[config.mk]
export PLATFORM = sky130hd
export DESIGN_NAME = seq_top
export DESIGN_NICKNAME = d
export VERILOG_FILES = /design/src/rtl/seq_pkg.sv /design/src/rtl/seq_decode.sv /design/src/rtl/seq_advance.sv /design/src/rtl/seq_top.sv
export SDC_FILE = /design/constraint.sdc
export NUM_CORES = 1
export LEC_CHECK = 0
export ABC_AREA = 1
export BUFFER_PORTS_ARGS = -buffer_cell sky130_fd_sc_hd__buf_2
export CORE_AREA = 2 2 83 85
export CTS_CLUSTER_SIZE = 10
export DETAILED_ROUTE_END_ITERATION = 10
export DIE_AREA = 0 0 85 87
export GPL_TIMING_DRIVEN = 0
export HOLD_SLACK_MARGIN = 0.06
export PLACE_DENSITY_LB_ADDON = 0.3
export SETUP_SLACK_MARGIN = 0.2
export SLEW_MARGIN = 15
export SYNTH_ARGS = -nofsm -noshare
export SYNTH_HDL_FRONTEND = slang
export SYNTH_SLANG_ARGS = --single-unit
export TNS_END_PERCENT = 10
[constraint.sdc]
create_clock -name clk -period 6 [get_ports clk]
set_clock_uncertainty 0.2 [all_clocks]
set_input_delay 1.2 -clock clk [delete_from_list [all_inputs] [get_ports clk]]
set_output_delay 1.2 -clock clk [all_outputs]
set_load 0.01 [all_outputs]
[src/rtl/seq_pkg.sv]
package seq_pkg;
    localparam int OP_W   = 10;
    localparam int CODE_W = OP_W - 1;

    typedef enum logic [2:0] {
        ST_FETCH, ST_WAIT, ST_DISPATCH, ST_EXEC, ST_HALT
    } seq_state_e;

    localparam logic [CODE_W-1:0] CODE_JUMP    = 9'o640;
    localparam logic [CODE_W-1:0] CODE_BRANCH  = 9'o660;
    localparam logic [CODE_W-1:0] CODE_CARD_IN = 9'o010;

    function automatic logic left_only(input logic [CODE_W-1:0] c);
        return (c[8:6] == 3'o7 && c[0]) || c == 9'o010 || c == 9'o116 ||
               c == 9'o210 || c == 9'o220 || c == 9'o230 ||
               c == 9'o316 || c == 9'o326 || c == 9'o336;
    endfunction

    function automatic logic right_only(input logic [CODE_W-1:0] c);
        return (c[8:7] == 2'b01) && !left_only(c);
    endfunction
endpackage

[src/rtl/seq_decode.sv]
module seq_decode
    import seq_pkg::*;
#(
    parameter int ADDR_W = 10,
    localparam int INSTR_W = OP_W + ADDR_W,
    localparam int WORD_W  = 2 * INSTR_W
) (
    input  logic [WORD_W-1:0] word,
    input  logic              phase,
    output logic [OP_W-1:0]   op,
    output logic [ADDR_W-1:0] addr,
    output logic              is_jump,
    output logic              is_branch,
    output logic              misplaced
);
    logic [INSTR_W-1:0] left_w, right_w, cur_w;
    logic [CODE_W-1:0]  code, right_code;
    logic               partner_ok;

    always_comb begin
        left_w     = word[WORD_W-1:INSTR_W];
        right_w    = word[INSTR_W-1:0];
        cur_w      = phase ? right_w : left_w;
        op         = cur_w[INSTR_W-1:ADDR_W];
        addr       = cur_w[ADDR_W-1:0];
        code       = op[CODE_W-1:0];
        right_code = right_w[INSTR_W-2:ADDR_W];
        is_jump    = (code == CODE_JUMP);
        is_branch  = (code == CODE_BRANCH);
        partner_ok = (right_code == CODE_JUMP) || (right_code == CODE_BRANCH);
        misplaced  = (phase && left_only(code)) ||
                     (!phase && right_only(code)) ||
                     (!phase && code == CODE_CARD_IN && !partner_ok);
    end
endmodule

[src/rtl/seq_advance.sv]
module seq_advance #(
    parameter int ADDR_W = 10
) (
    input  logic [ADDR_W-1:0] pc,
    input  logic              phase,
    output logic [ADDR_W-1:0] next_pc,
    output logic              next_phase,
    output logic              crosses
);
    always_comb begin
        crosses    = phase;
        next_phase = !phase;
        next_pc    = phase ? pc + ADDR_W'(1) : pc;
    end
endmodule

[src/rtl/seq_top.sv]
module seq_top
    import seq_pkg::*;
#(
    parameter int ADDR_W = 10,
    localparam int WORD_W = 2 * (OP_W + ADDR_W)
) (
    input  logic              clk,
    input  logic              rst_n,
    output logic              mem_rd_en,
    output logic [ADDR_W-1:0] mem_rd_addr,
    input  logic [WORD_W-1:0] mem_rd_data,
    output logic              issue_valid,
    output logic [OP_W-1:0]   issue_opcode,
    output logic [ADDR_W-1:0] issue_addr,
    output logic              issue_phase,
    input  logic              exec_done,
    input  logic              r1_sign,
    input  logic              resume,
    output logic              halted,
    output logic              illegal_phase,
    output logic              r3_clear
);
    typedef struct packed {
        seq_state_e        state;
        logic [ADDR_W-1:0] pc;
        logic              phase;
        logic [WORD_W-1:0] word;
        logic              halted;
        logic              illegal;
        logic              r3clr;
    } seq_regs_t;

    seq_regs_t regs_d, regs_q;

    logic [OP_W-1:0]   dec_op;
    logic [ADDR_W-1:0] dec_addr;
    logic              dec_jump, dec_branch, dec_bad;
    logic [ADDR_W-1:0] adv_pc;
    logic              adv_phase, adv_cross;

    seq_decode #(.ADDR_W(ADDR_W)) decode_i (
        .word(regs_q.word), .phase(regs_q.phase), .op(dec_op), .addr(dec_addr),
        .is_jump(dec_jump), .is_branch(dec_branch), .misplaced(dec_bad)
    );

    seq_advance #(.ADDR_W(ADDR_W)) advance_i (
        .pc(regs_q.pc), .phase(regs_q.phase), .next_pc(adv_pc),
        .next_phase(adv_phase), .crosses(adv_cross)
    );

    always_comb begin
        regs_d       = regs_q;
        regs_d.r3clr = 1'b0;
        unique case (regs_q.state)
            ST_FETCH: regs_d.state = ST_WAIT;
            ST_WAIT: begin
                regs_d.word  = mem_rd_data;
                regs_d.state = ST_DISPATCH;
            end
            ST_DISPATCH: begin
                if (dec_bad) begin
                    regs_d.pc      = adv_pc;
                    regs_d.phase   = adv_phase;
                    regs_d.halted  = 1'b1;
                    regs_d.illegal = 1'b1;
                    regs_d.state   = ST_HALT;
                end else if (dec_jump || (dec_branch && !r1_sign)) begin
                    regs_d.pc    = dec_addr;
                    regs_d.phase = regs_q.phase ^ dec_op[OP_W-1];
                    regs_d.r3clr = 1'b1;
                    regs_d.state = ST_FETCH;
                end else if (dec_branch) begin
                    regs_d.pc    = adv_pc;
                    regs_d.phase = adv_phase;
                    regs_d.state = adv_cross ? ST_FETCH : ST_DISPATCH;
                end else begin
                    regs_d.state = ST_EXEC;
                end
            end
            ST_EXEC: begin
                if (exec_done) begin
                    regs_d.pc    = adv_pc;
                    regs_d.phase = adv_phase;
                    if (!dec_op[OP_W-1]) begin
                        regs_d.halted = 1'b1;
                        regs_d.state  = ST_HALT;
                    end else begin
                        regs_d.state = adv_cross ? ST_FETCH : ST_DISPATCH;
                    end
                end
            end
            ST_HALT: begin
                if (resume) begin
                    regs_d.halted  = 1'b0;
                    regs_d.illegal = 1'b0;
                    regs_d.state   = ST_FETCH;
                end
            end
            default: regs_d.state = ST_HALT;
        endcase
    end

    always_ff @(posedge clk) begin
        if (!rst_n) begin
            regs_q <= '{state: ST_FETCH, pc: '0, phase: 1'b0, word: '0,
                        halted: 1'b0, illegal: 1'b0, r3clr: 1'b0};
        end else begin
            regs_q <= regs_d;
        end
    end

    assign mem_rd_en     = (regs_q.state == ST_FETCH);
    assign mem_rd_addr   = regs_q.pc;
    assign issue_valid   = (regs_q.state == ST_EXEC);
    assign issue_opcode  = dec_op;
    assign issue_addr    = dec_addr;
    assign issue_phase   = regs_q.phase;
    assign halted        = regs_q.halted;
    assign illegal_phase = regs_q.illegal;
    assign r3_clear      = regs_q.r3clr;

    assert_step_halts_R4: assert property (@(posedge clk) disable iff (!rst_n)
        issue_valid && exec_done && !issue_opcode[OP_W-1] |=> halted);
    assert_quiet_halted_R4: assert property (@(posedge clk) disable iff (!rst_n)
        halted |-> !issue_valid && !mem_rd_en);
    assert_resume_runs_R5: assert property (@(posedge clk) disable iff (!rst_n)
        halted && resume |=> !halted);
    assert_transfer_refetch_R6: assert property (@(posedge clk) disable iff (!rst_n)
        r3_clear |-> mem_rd_en);
    assert_misplaced_halts_R8: assert property (@(posedge clk) disable iff (!rst_n)
        illegal_phase |-> halted);
    assert_issue_held_R10: assert property (@(posedge clk) disable iff (!rst_n)
        issue_valid && !exec_done |=> issue_valid && $stable(issue_opcode) && $stable(issue_addr));
    assert_flag_cleared_R11: assert property (@(posedge clk) disable iff (!rst_n)
        halted && resume |=> !illegal_phase);
endmodule

==> results of run 1 <==
cell usage in the layout (no fill, tap or decap):
cell type,n
a21oi_1,49
a21oi_2,1
a31oi_1,1
buf_1,1
buf_2,80
buf_4,11
buf_6,3
buf_8,2
bufinv_16,1
clkbuf_1,15
clkbuf_8,11
clkinv_2,2
dfxtp_1,57
ha_1,1
inv_1,68
inv_2,4
inv_4,1
inv_6,1
nand2_1,84
nand2_2,8
nand2_4,7
nand3_1,14
nand3_2,2
nand4_1,6
nand4_2,1
nor2_1,37
nor2_2,1
nor2_4,3
nor2_8,1
nor3_1,4
nor3_2,2
o2111ai_1,1
o211ai_2,1
o21ai_0,62
o21ai_1,6
o21ai_2,4
or2_2,1
xnor2_1,2
xor2_1,5
layer usage:
| layer | wire length [um] | share of wire | vias up |
|---|---|---|---|
| li1 | - | - | 1661 |
| met2 | 3770 | 0.47 | 101 |
| met4 | 226 | 0.028 | 0 |
| met5 | 0 | 0 | - |
| met3 | 517 | 0.064 | 24 |
| met1 | 3540 | 0.44 | 1375 |
worst max-delay path, stage by stage (launching register included):
cell and delay (ns):
dfxtp_1 0.34, buf_6 0.17, buf_8 0.16, buf_4 0.19
clkbuf_1 0.38, o21ai_0 0.28, buf_2 0.21
cells by family (layout without fill, tap and decap cells):
family / count (synthesis) / count (layout)
buffers and inverters: 105 / 200
flip-flops: 57 / 57
AO/OA/AOI/OAI: 125 / 125
AND/OR/NAND/NOR: 171 / 171
adder cells (fa/ha/maj): 1 / 1
XOR/XNOR: 7 / 7
report_power, final:
group	internal (mW)	total (mW)	switching [mW]
Clock	0.211	0.363	0.152
Combinational	0.433	1.20	0.762
Sequential	0.547	0.639	0.0920
through the flow:
step / std cells / util / setup slack (ns) / hold slack, ns / instance area (sq um)
4_1_cts: 641 / 0.591 / 2.54 / 0.243 / 3880
5_1_grt: 641 / 0.591 / 2.36 / 0.264 / 3880
3_3_place_gp: 626 / 0.562 / 2.91 / 0.230 / 3690
3_5_place_dp: 626 / 0.562 / 2.91 / 0.237 / 3690
6_report: 641 / 0.591 / 2.54 / 0.247 / 3880
2_1_floorplan: 466 / - / 3.28 / 0.220 / 3190
flip-flops by register name (all words and copies together) (netlist names):
| name | count |
|---|---|
| r3_clear | 1 |
| illegal_phase | 1 |
| halted | 1 |
| issue_phase | 1 |
| regs_q | 43 |
| mem_rd_addr | 10 |
path summary, 6_finish.rpt:
path                    start        endpoint  cells past startpoint
setup / recovery  issue_phase   issue_addr[7]                      6
hold / removal     regs_q[32]      regs_q[32]                      2
setup reg to reg  issue_phase  mem_rd_addr[6]                     18
hold reg to reg    regs_q[32]      regs_q[32]                      2
final cells by class:
cell class	count	area, sq um	area share
repair buffers	80	400	0.103
well taps	80	100	0.0258
clock buffers	12	155	0.0399
inverters	74	285	0.0734
flip-flops and latches	57	1140	0.294
clock inverters	3	40.0	0.0103
plain buffers	31	203	0.0522
multi-input cells	304	1560	0.402
==> results by group, run 1 <==
Die
  • Initial core utilization: 0.486
  • Die width: 85 um
  • Num rows: 30
  • Core area: 6570 sq um
  • Area of the die: 7400 sq um
  • Die Height: 87 um
  • Top Ports: 81

Synth
  • Seq/Total Area, Yosys: 0.358
  • Syn Inst Count: 466
  • Mean post-synth cell area: 6.84 sq um
  • Yosys reg bits: 57
  • Largest family of logic cells by synthesized area: simple AND/OR/NAND/NOR gates
  • Cell accounting for the most synthesized area: dfxtp_1
  • Main synth FF type: dfxtp_1
  • Cell variety after synth: 35
  • Post-Synth Adder-Cell Area: 0.00392
  • Synth Area in Compound Gates: 0.206
  • Synth top area share: 0.358
  • Syn_nets: 512
  • Synthesized area: 3190 sq um
  • Commonest cells in the netlist: nand2_1, inv_1, o21ai_0, dfxtp_1, a21oi_1
  • Post-synthesis mux area share: 0
  • Yosys synthesis warning count: 0
  • Synth Area in Simple Gates: 0.260
  • Most frequent cell after synthesis: nand2_1
  • Synth Area in XOR/XNOR: 0.0192
  • Ranking of synthesized cells by area: dfxtp_1, nand2_1, o21ai_0, inv_1, a21oi_1
  • Asr flop ratio synth: 0
  • EDFF count, synth: 0

Global route
  • Grt met3 use: 0.0455
  • Top Usage Layer GRT: met2
  • Met2 GRT Util: 0.379
  • Largest net degree at the start of global routing: 11
  • GRT Total Usage: 0.225
  • Met1 GRT Util: 0.276
  • Vias in the first global route: 3024
  • Congestion Overflow GR: 0
  • Global-route wire length before repair: 13.4 mm
  • Initial antenna violation count: 0

Routing
  • Detailed Route WL: 8.05 mm
  • Detail-routed via count per cell: 4.93
  • Via count: 3161
  • DRT Pass-1 Iters: 5
  • # DRC: 0
  • Detailed-route wire length per cell: 12.6 um
  • ANT nets after route: 0
  • First-iteration detailed-routing DRC count: 96

Worst setup path
  • Worst Setup End Kind: output port
  • Setup CP Type: register to output port
  • Maximum net fanout on the critical path: 10
  • Slack of the worst reg-to-reg path: 3.63 ns
  • Worst EP required: 4.60 ns
  • Startpoint Class: register
  • Worst Path Arrival: 2.06 ns

Final layout
  • Nets@finish: 603
  • Layout cells sized above 1: 0.264
  • Inserted Diodes: 0
  • Layout area overhead: 21.8%
  • Fillers: 651

Power and ir drop
  • Leak: 1.81 nW
  • VDD IR-drop max: 322 uV
  • Power per Cell Area: 566 nW/um^2
  • Power, Total: 2.20 mW

Clocking
  • Post-CTS Setup Inserts: 0
  • Worst skew pair latency: 0.33 ns
  • CTS tree: yes
  • Hold_buf cts: 0
  • Root Driver: clkbuf_8
  • # resized after CTS: 0
  • CTS Buffer Depth: 2
  • Num CTS Buffers: 9
  • Reg clk slew, reported paths: 0.06 ns
  • CTS HTree Levels: 3
  • Sink Count: 57

Hold path
  • Hold crit path type: register to register

Timing
  • Relative slew slack: 0.662
  • Finish-stage setup viols: 0
  • Fmax: 0.289 GHz
  • Slew Viols, Final: 0
  • Final hold viol count: 0
  • Tmin final: 3.46 ns
  • Least-Margin Pin Slew: 0.506 ns
  • RSZ-0062 raised after global routing: no
  • Setup TNS: 0 ns
  • Period Utilization, post-route: 0.577

Place
  • Input/output buffers: 80
  • Final HPWL DP: 6.16 mm
  • Routability Congestion: 0.820

Run
  • Max-Cap Viols: 0

Run status
  • Status: finished, final reports clean
No activity file was read; power rests on OpenSTA's default activity.
==> run 2: changes to the inputs <==
Settings changed: CORE_AREA 2 2 83 85 to 2 2 85 87, DIE_AREA 0 0 85 87 to 0 0 87 89.
Clock period 6 ns to 3 ns, I/O delays scaled along.
==> run 2 against run 1 <==
Effect of this change: critical path depth stayed put; combinational power is 100% higher; sequential power is 100% higher; total power is 110% higher; global-route usage hardly changed; register-to-register slack worse by 3.0 ns; critical path type unchanged; largest power group unchanged; sequential cell count stayed put.
==> results by group, run 2 (synthesis results as in run 1) <==
Power and ir drop
  • Leak: 1.86 nW (+2.5%)
  • Power per Cell Area: 1180 nW/um^2 (+110%)
  • VDD IR-drop max: 471 uV (+46%)

Timing
  • Setup TNS: 0 ns (unchanged)
  • Slew Viols, Final: 0 (unchanged)
  • Fmax: 0.367 GHz
  • Worst Slack Setup Final: 0.278 ns (-2.26 ns)
  • Relative slew slack: 0.677 (+0.0152)
  • Least-Margin Pin Slew: 0.483 ns (-0.0227 ns)
  • RSZ-0062 raised after global routing: yes
  • Tmin final: 2.72 ns
  • Final hold viol count: 0 (unchanged)
  • Period Utilization, post-route: 0.907
  • Finish-stage setup viols: 0 (unchanged)

Global route
  • Largest net degree at the start of global routing: 11 (unchanged)
  • Congestion Overflow GR: 0 (unchanged)
  • Vias in the first global route: 2999 (-0.83%)
  • Global-route wire length before repair: 13.6 mm (+1.7%)
  • GRT Total Usage: 0.225 (about the same)
  • Initial antenna violation count: 0 (unchanged)

Place
  • Area of placed instances: 3690 sq um (unchanged)
  • Input/output buffers: 80 (unchanged)
  • Final HPWL DP: 6.27 mm (+1.8%)
  • Routability Congestion: 0.860 (+4.9%)
  • Placed cell count: 626 (unchanged)
  • Pre-CTS setup slack: 0.485 ns (-2.43 ns)

Worst setup path
  • RR Endpoint: mem_rd_addr[6]
  • RR Startpoint: issue_phase
  • Setup CP Type: register to output port
  • Maximum net fanout on the critical path: 10 (unchanged)
  • Slack of the worst reg-to-reg path: 0.62 ns (-3.01 ns)
  • Worst EP required: 2.20 ns (-2.40 ns)
  • Worst Path Arrival: 1.92 ns (-0.14 ns)
  • Worst Setup End Kind: output port
  • CP endpoint: issue_addr[5]
  • Worst Setup SP: issue_phase
  • Reg2Reg Depth: 16 (-2)
  • Startpoint Class: register

Final layout
  • Layout area overhead: 24.4%
  • Multi-input logic area: 1560 sq um (unchanged)
  • Commonest non-fill, non-tap cells in the layout: nand2_1, buf_2, inv_1
  • Max FFs per register: 43 (unchanged)
  • Sequential cell area: 1140 sq um (unchanged)
  • Fillers: 644 (-1.1%)
  • Non-Filler Instances: 642 (+0.16%)
  • Layout cells sized above 1: 0.270 (+0.00665)
  • Nets@finish: 603 (unchanged)
  • Inserted Diodes: 0 (unchanged)
  • Commonest non-fill, non-tap cell in the layout: nand2_1
  • Most flop-heavy register: regs_q
  • Post-route cell area: 3970 sq um (+2.2%)

Routing
  • Detailed Route WL: 8.28 mm (+2.8%)
  • Detail-routed via count per cell: 5.04 (+2.1%)
  • WL met3: 425 um (-18%)
  • Routed met1 length: 3.87 mm (+9.4%)
  • Uppermost layer routed: met4
  • Via count: 3233 (+2.3%)
  • # DRC: 0 (unchanged)
  • First-iteration detailed-routing DRC count: 151 (+57%)
  • DRT Pass-1 Iters: 4 (-1)
  • Met2 WL: 3.78 mm (+0.24%)
  • Detailed-route wire length per cell: 12.9 um (+2.6%)
  • ANT nets after route: 0 (unchanged)

Die
  • Die width: 87 um (+2.4%)
  • Die Height: 89 um (+2.3%)
  • Top Ports: 81 (unchanged)
  • Num rows: 30 (unchanged)
  • Core area: 6720 sq um (+2.3%)
  • Initial core utilization: 0.475 (-0.0108)
  • Area of the die: 7740 sq um (+4.7%)

Clocking
  • Worst skew pair latency: 0.34 ns (about the same)
  • Hold_buf cts: 0 (unchanged)
  • CTS Buffer Depth: 2 (unchanged)
  • Reg clk slew, reported paths: 0.06 ns (about the same)
  • Sink Count: 57 (unchanged)
  • CTS tree: yes
  • Root Driver: clkbuf_8
  • CTS HTree Levels: 3 (unchanged)
  • Num CTS Buffers: 9 (unchanged)
  • Post-CTS Setup Inserts: 0 (unchanged)

Hold path
  • WHS Path Cells: 2 (unchanged)
  • Hold crit path type: register to register

Run
  • Max-Cap Viols: 0 (unchanged)

Run status
  • Status: finished, final reports clean
## run 2: layout make-up
type | instances | area share
buffer | 31 | 0.0517
clock buffer | 11 | 0.0381
clock inverter | 5 | 0.0315
inverter | 74 | 0.0719
multi-input combinational | 304 | 0.393
sequential | 57 | 0.288
tap | 80 | 0.0252
timing repair buffer | 80 | 0.101
## run 2: power by group
part / internal [mW] / switching [mW]
registers: 1.09 / 0.183
logic: 0.872 / 1.54
clock network: 0.680 / 0.321
total: 2.65 / 2.05
## run 2: critical path, stage by stage (launching register included)
cell and delay [ns]:
dfxtp_1 0.32, buf_6 0.15, buf_8 0.15, buf_4 0.18, buf_2 0.19, o21ai_0 0.38, buf_2 0.21
## run 2: how the worst min path moves through the flow
stage / startpoint / end / slack (ns)
final: regs_q[32] / regs_q[32] / 0.24
after global routing: regs_q[7] / regs_q[7] / 0.26
after CTS: regs_q[32] / regs_q[32] / 0.24
after detailed placement: regs_q[32] / regs_q[32] / 0.23
after global placement: regs_q[32] / regs_q[32] / 0.23
after floorplan: regs_q[32] / regs_q[32] / 0.22
## run 2: through the flow
stage               power (mW)  hold slack (ns)   util
global route              5.08            0.263  0.591
detailed placement        3.68            0.234  0.549
finish                    4.69            0.242  0.591
global placement          3.62            0.230  0.549
floorplan                 3.00            0.220      -
CTS                       4.68            0.244  0.591
## run 2: what timing repair did
action | in CTS | in global routing
pin swaps | 0 | 0
endpoints found under the setup margin | 6 | 9
resized for setup | 1 | 6
hold endpoints to repair | 0 | 0
## run 2: routing by layer
layer,vias up,GRT usage
li1,1665,-
met1,1457,0.285
met2,92,0.369
met3,19,0.0443
met4,0,0.107
met5,-,0
==> run 3: changes to the inputs <==
Settings changed: PLACE_DENSITY set to 0.85, PLACE_DENSITY_LB_ADDON 0.3 to not set, TNS_END_PERCENT 10 to 1.
==> run 3 against run 2 <==
Effect of this change: global-route usage fell by 0.14 points; utilization fell by 1.4 points; register-to-register slack barely moved; critical endpoint unchanged; final cell count fell by 0.16%; worst hold slack improved by 0.0042 ns; clock power fell by 34%; largest cell class unchanged; first-iteration DRC count rose by 30%.
==> results by group, run 3 (synthesis results as in run 1) <==
Final layout
  • Multi-input logic area: 1560 sq um (unchanged)
  • Most flop-heavy register: regs_q
  • Inserted Diodes: 0 (unchanged)
  • Commonest non-fill, non-tap cell in the layout: nand2_1
  • Commonest non-fill, non-tap cells in the layout: nand2_1, buf_2, inv_1
  • Layout area overhead: 21.4%
  • Sequential cell area: 1140 sq um (unchanged)
  • Layout cells sized above 1: 0.269 (-0.00130)
  • Nets@finish: 603 (unchanged)
  • Core Util, Final: 0.576 (-0.0143)
  • Fillers: 615 (-4.5%)
  • Max FFs per register: 43 (unchanged)

Routing
  • First-iteration detailed-routing DRC count: 197 (+30%)
  • Detailed-route wire length per cell: 12.7 um (-1.6%)
  • Detail-routed via count per cell: 5.04 (about the same)
  • Via count: 3228 (-0.15%)
  • WL met3: 553 um (+30%)
  • Detailed Route WL: 8.13 mm (-1.8%)
  • DRT Pass-1 Iters: 5 (+1)
  • Met2 WL: 3.80 mm (+0.69%)
  • Routed met1 length: 3.62 mm (-6.5%)
  • ANT nets after route: 0 (unchanged)
  • Uppermost layer routed: met4
  • # DRC: 0 (unchanged)

Timing
  • Relative slew slack: 0.656 (-0.0213)
  • Tmin final: 2.70 ns (-0.0177 ns)
  • Least-Margin Pin Slew: 0.515 ns (+0.0318 ns)
  • Setup TNS: 0 ns (unchanged)
  • RSZ-0062 raised after global routing: yes
  • Final hold viol count: 0 (unchanged)
  • Finish-stage setup viols: 0 (unchanged)
  • Period Utilization, post-route: 0.902 (-0.00589)
  • Fmax: 0.370 GHz (+0.65%)
  • Slew Viols, Final: 0 (unchanged)

Worst setup path
  • Worst Path Arrival: 1.90 ns (-0.02 ns)
  • CP bufs+invs: 5 (unchanged)
  • Startpoint Class: register
  • RR Startpoint: issue_phase
  • Worst-path cell chain: buf_6 -> buf_8 -> buf_4 -> clkbuf_2 -> o21ai_0 -> buf_2
  • Worst EP required: 2.20 ns (about the same)
  • Worst Setup SP: issue_phase
  • Setup CP Type: register to output port
  • Maximum net fanout on the critical path: 10 (unchanged)
  • Worst Setup End Kind: output port
  • Worst path slowest cell: o21ai_0
  • Critical path's top delay family: buffers and inverters
  • CP max stage delay: 0.38 ns (about the same)

Run status
  • Status: finished, final reports clean

Hold path
  • Worst Hold Launch: regs_q[3]
  • Hold crit path type: register to register

Run
  • Max-Cap Viols: 0 (unchanged)

Place
  • Input/output buffers: 80 (unchanged)
  • Routability Congestion: 0.841 (-2.2%)
  • Final HPWL DP: 6.25 mm (-0.26%)

Global route
  • GRT Total Usage: 0.224 (-0.00140)
  • Congestion Overflow GR: 0 (unchanged)
  • Vias in the first global route: 2944 (-1.8%)
  • Initial antenna violation count: 0 (unchanged)
  • Largest net degree at the start of global routing: 11 (unchanged)
  • Global-route wire length before repair: 13.6 mm (about the same)

Power and ir drop
  • Power, Total: 4.36 mW (-7.1%)
  • Leak: 1.81 nW (-2.3%)
  • Power per Cell Area: 1130 nW/um^2 (-4.8%)
  • Part of the power in registers: 0.294 (+0.022)
  • Gate power share: 0.555 (+0.041)
  • Switching portion of total power: 0.466 (+0.0301)
  • Clock power frac: 0.151 (-0.062)
  • P_int: 2.33 mW (-12%)
  • VDD IR-drop max: 473 uV (+0.34%)
  • Net switching power: 2.03 mW (-0.72%)

Die
  • Top Ports: 81 (unchanged)
  • Die width: 87 um (unchanged)
  • Initial core utilization: 0.475 (unchanged)
  • Num rows: 30 (unchanged)
  • Die Height: 89 um (unchanged)
  • Area of the die: 7740 sq um (unchanged)
  • Core area: 6720 sq um (unchanged)

Clocking
  • Sink Count: 57 (unchanged)
  • CTS tree: yes
  • CTS HTree Levels: 3 (unchanged)
  • Reg clk slew, reported paths: 0.06 ns (about the same)
  • Root Driver: clkbuf_8
  • Post-CTS Setup Inserts: 0 (unchanged)
  • CTS Buffer Depth: 2 (unchanged)
  • Num CTS Buffers: 9 (unchanged)
  • Worst skew pair latency: 0.34 ns (about the same)
## run 3: cell types whose count changed in the layout (fill, tap and decap cells not counted), sizes merged
cell	previous run	this run
clkbuf	23	25
clkinv	1	3
bufinv	4	0
buf	99	98
## run 3: path summary, 6_finish.rpt
check              endpoint  slack [ns]  cells past startpoint
min reg2reg       regs_q[3]        0.25                      2
min               regs_q[3]        0.25                      2
max           issue_addr[5]        0.30                      6
max reg2reg  mem_rd_addr[9]        0.62                     16
## run 3: power by group through the flow
stage	clock network (mW)	logic (mW)	registers, mW
finish	0.660	2.42	1.28
global route	0.698	2.72	1.32
CTS	0.668	2.41	1.28
detailed placement	0	2.39	1.29
global placement	0	2.32	1.28
floorplan	0	1.75	1.26
## run 3: worst reg2reg max path, stage by stage, from the launching register on
cell,delay (ns)
dfxtp_1,0.34
buf_6,0.17
buf_8,0.16
nand2_2,0.07
o21ai_2,0.12
nand2_4,0.09
nor2_1,0.13
nand3_2,0.12
nand3_1,0.11
nand2_1,0.06
nand2_2,0.09
nand4_2,0.12
nand2_4,0.16
inv_4,0.06
buf_6,0.14
nor2_1,0.08
nor2_1,0.05
## run 3: layout make-up
type | instances | area share
inverters | 74 | 0.0737
repair buffers | 80 | 0.103
multi-input cells | 304 | 0.403
plain buffers | 31 | 0.0530
well taps | 80 | 0.0258
clock buffers | 12 | 0.0426
flip-flops and latches | 57 | 0.295
clock inverters | 3 | 0.00388
## run 3: layer usage
| layer | global-route usage | up-vias |
|---|---|---|
| met5 | 0 | - |
| met4 | 0.0824 | 0 |
| met3 | 0.0388 | 16 |
| met2 | 0.375 | 103 |
| met1 | 0.289 | 1451 |
| li1 | - | 1658 |
## run 3: through the flow
step,worst slack (ns),cell area (sq um),hold slack [ns],cells
3_3_place_gp,0.547,3690,0.231,626
2_1_floorplan,0.863,3190,0.220,466
6_report,0.295,3870,0.246,641
5_1_grt,0.195,3870,0.261,641
3_5_place_dp,0.536,3690,0.235,626
4_1_cts,0.177,3870,0.244,641
## run 3: timing repair
| item | CTS | global route |
|---|---|---|
| resized for setup | 1 | 5 |
| hold buffers | 0 | 0 |
| pin swaps | 0 | 0 |
| setup endpoints to repair | 5 | 8 |
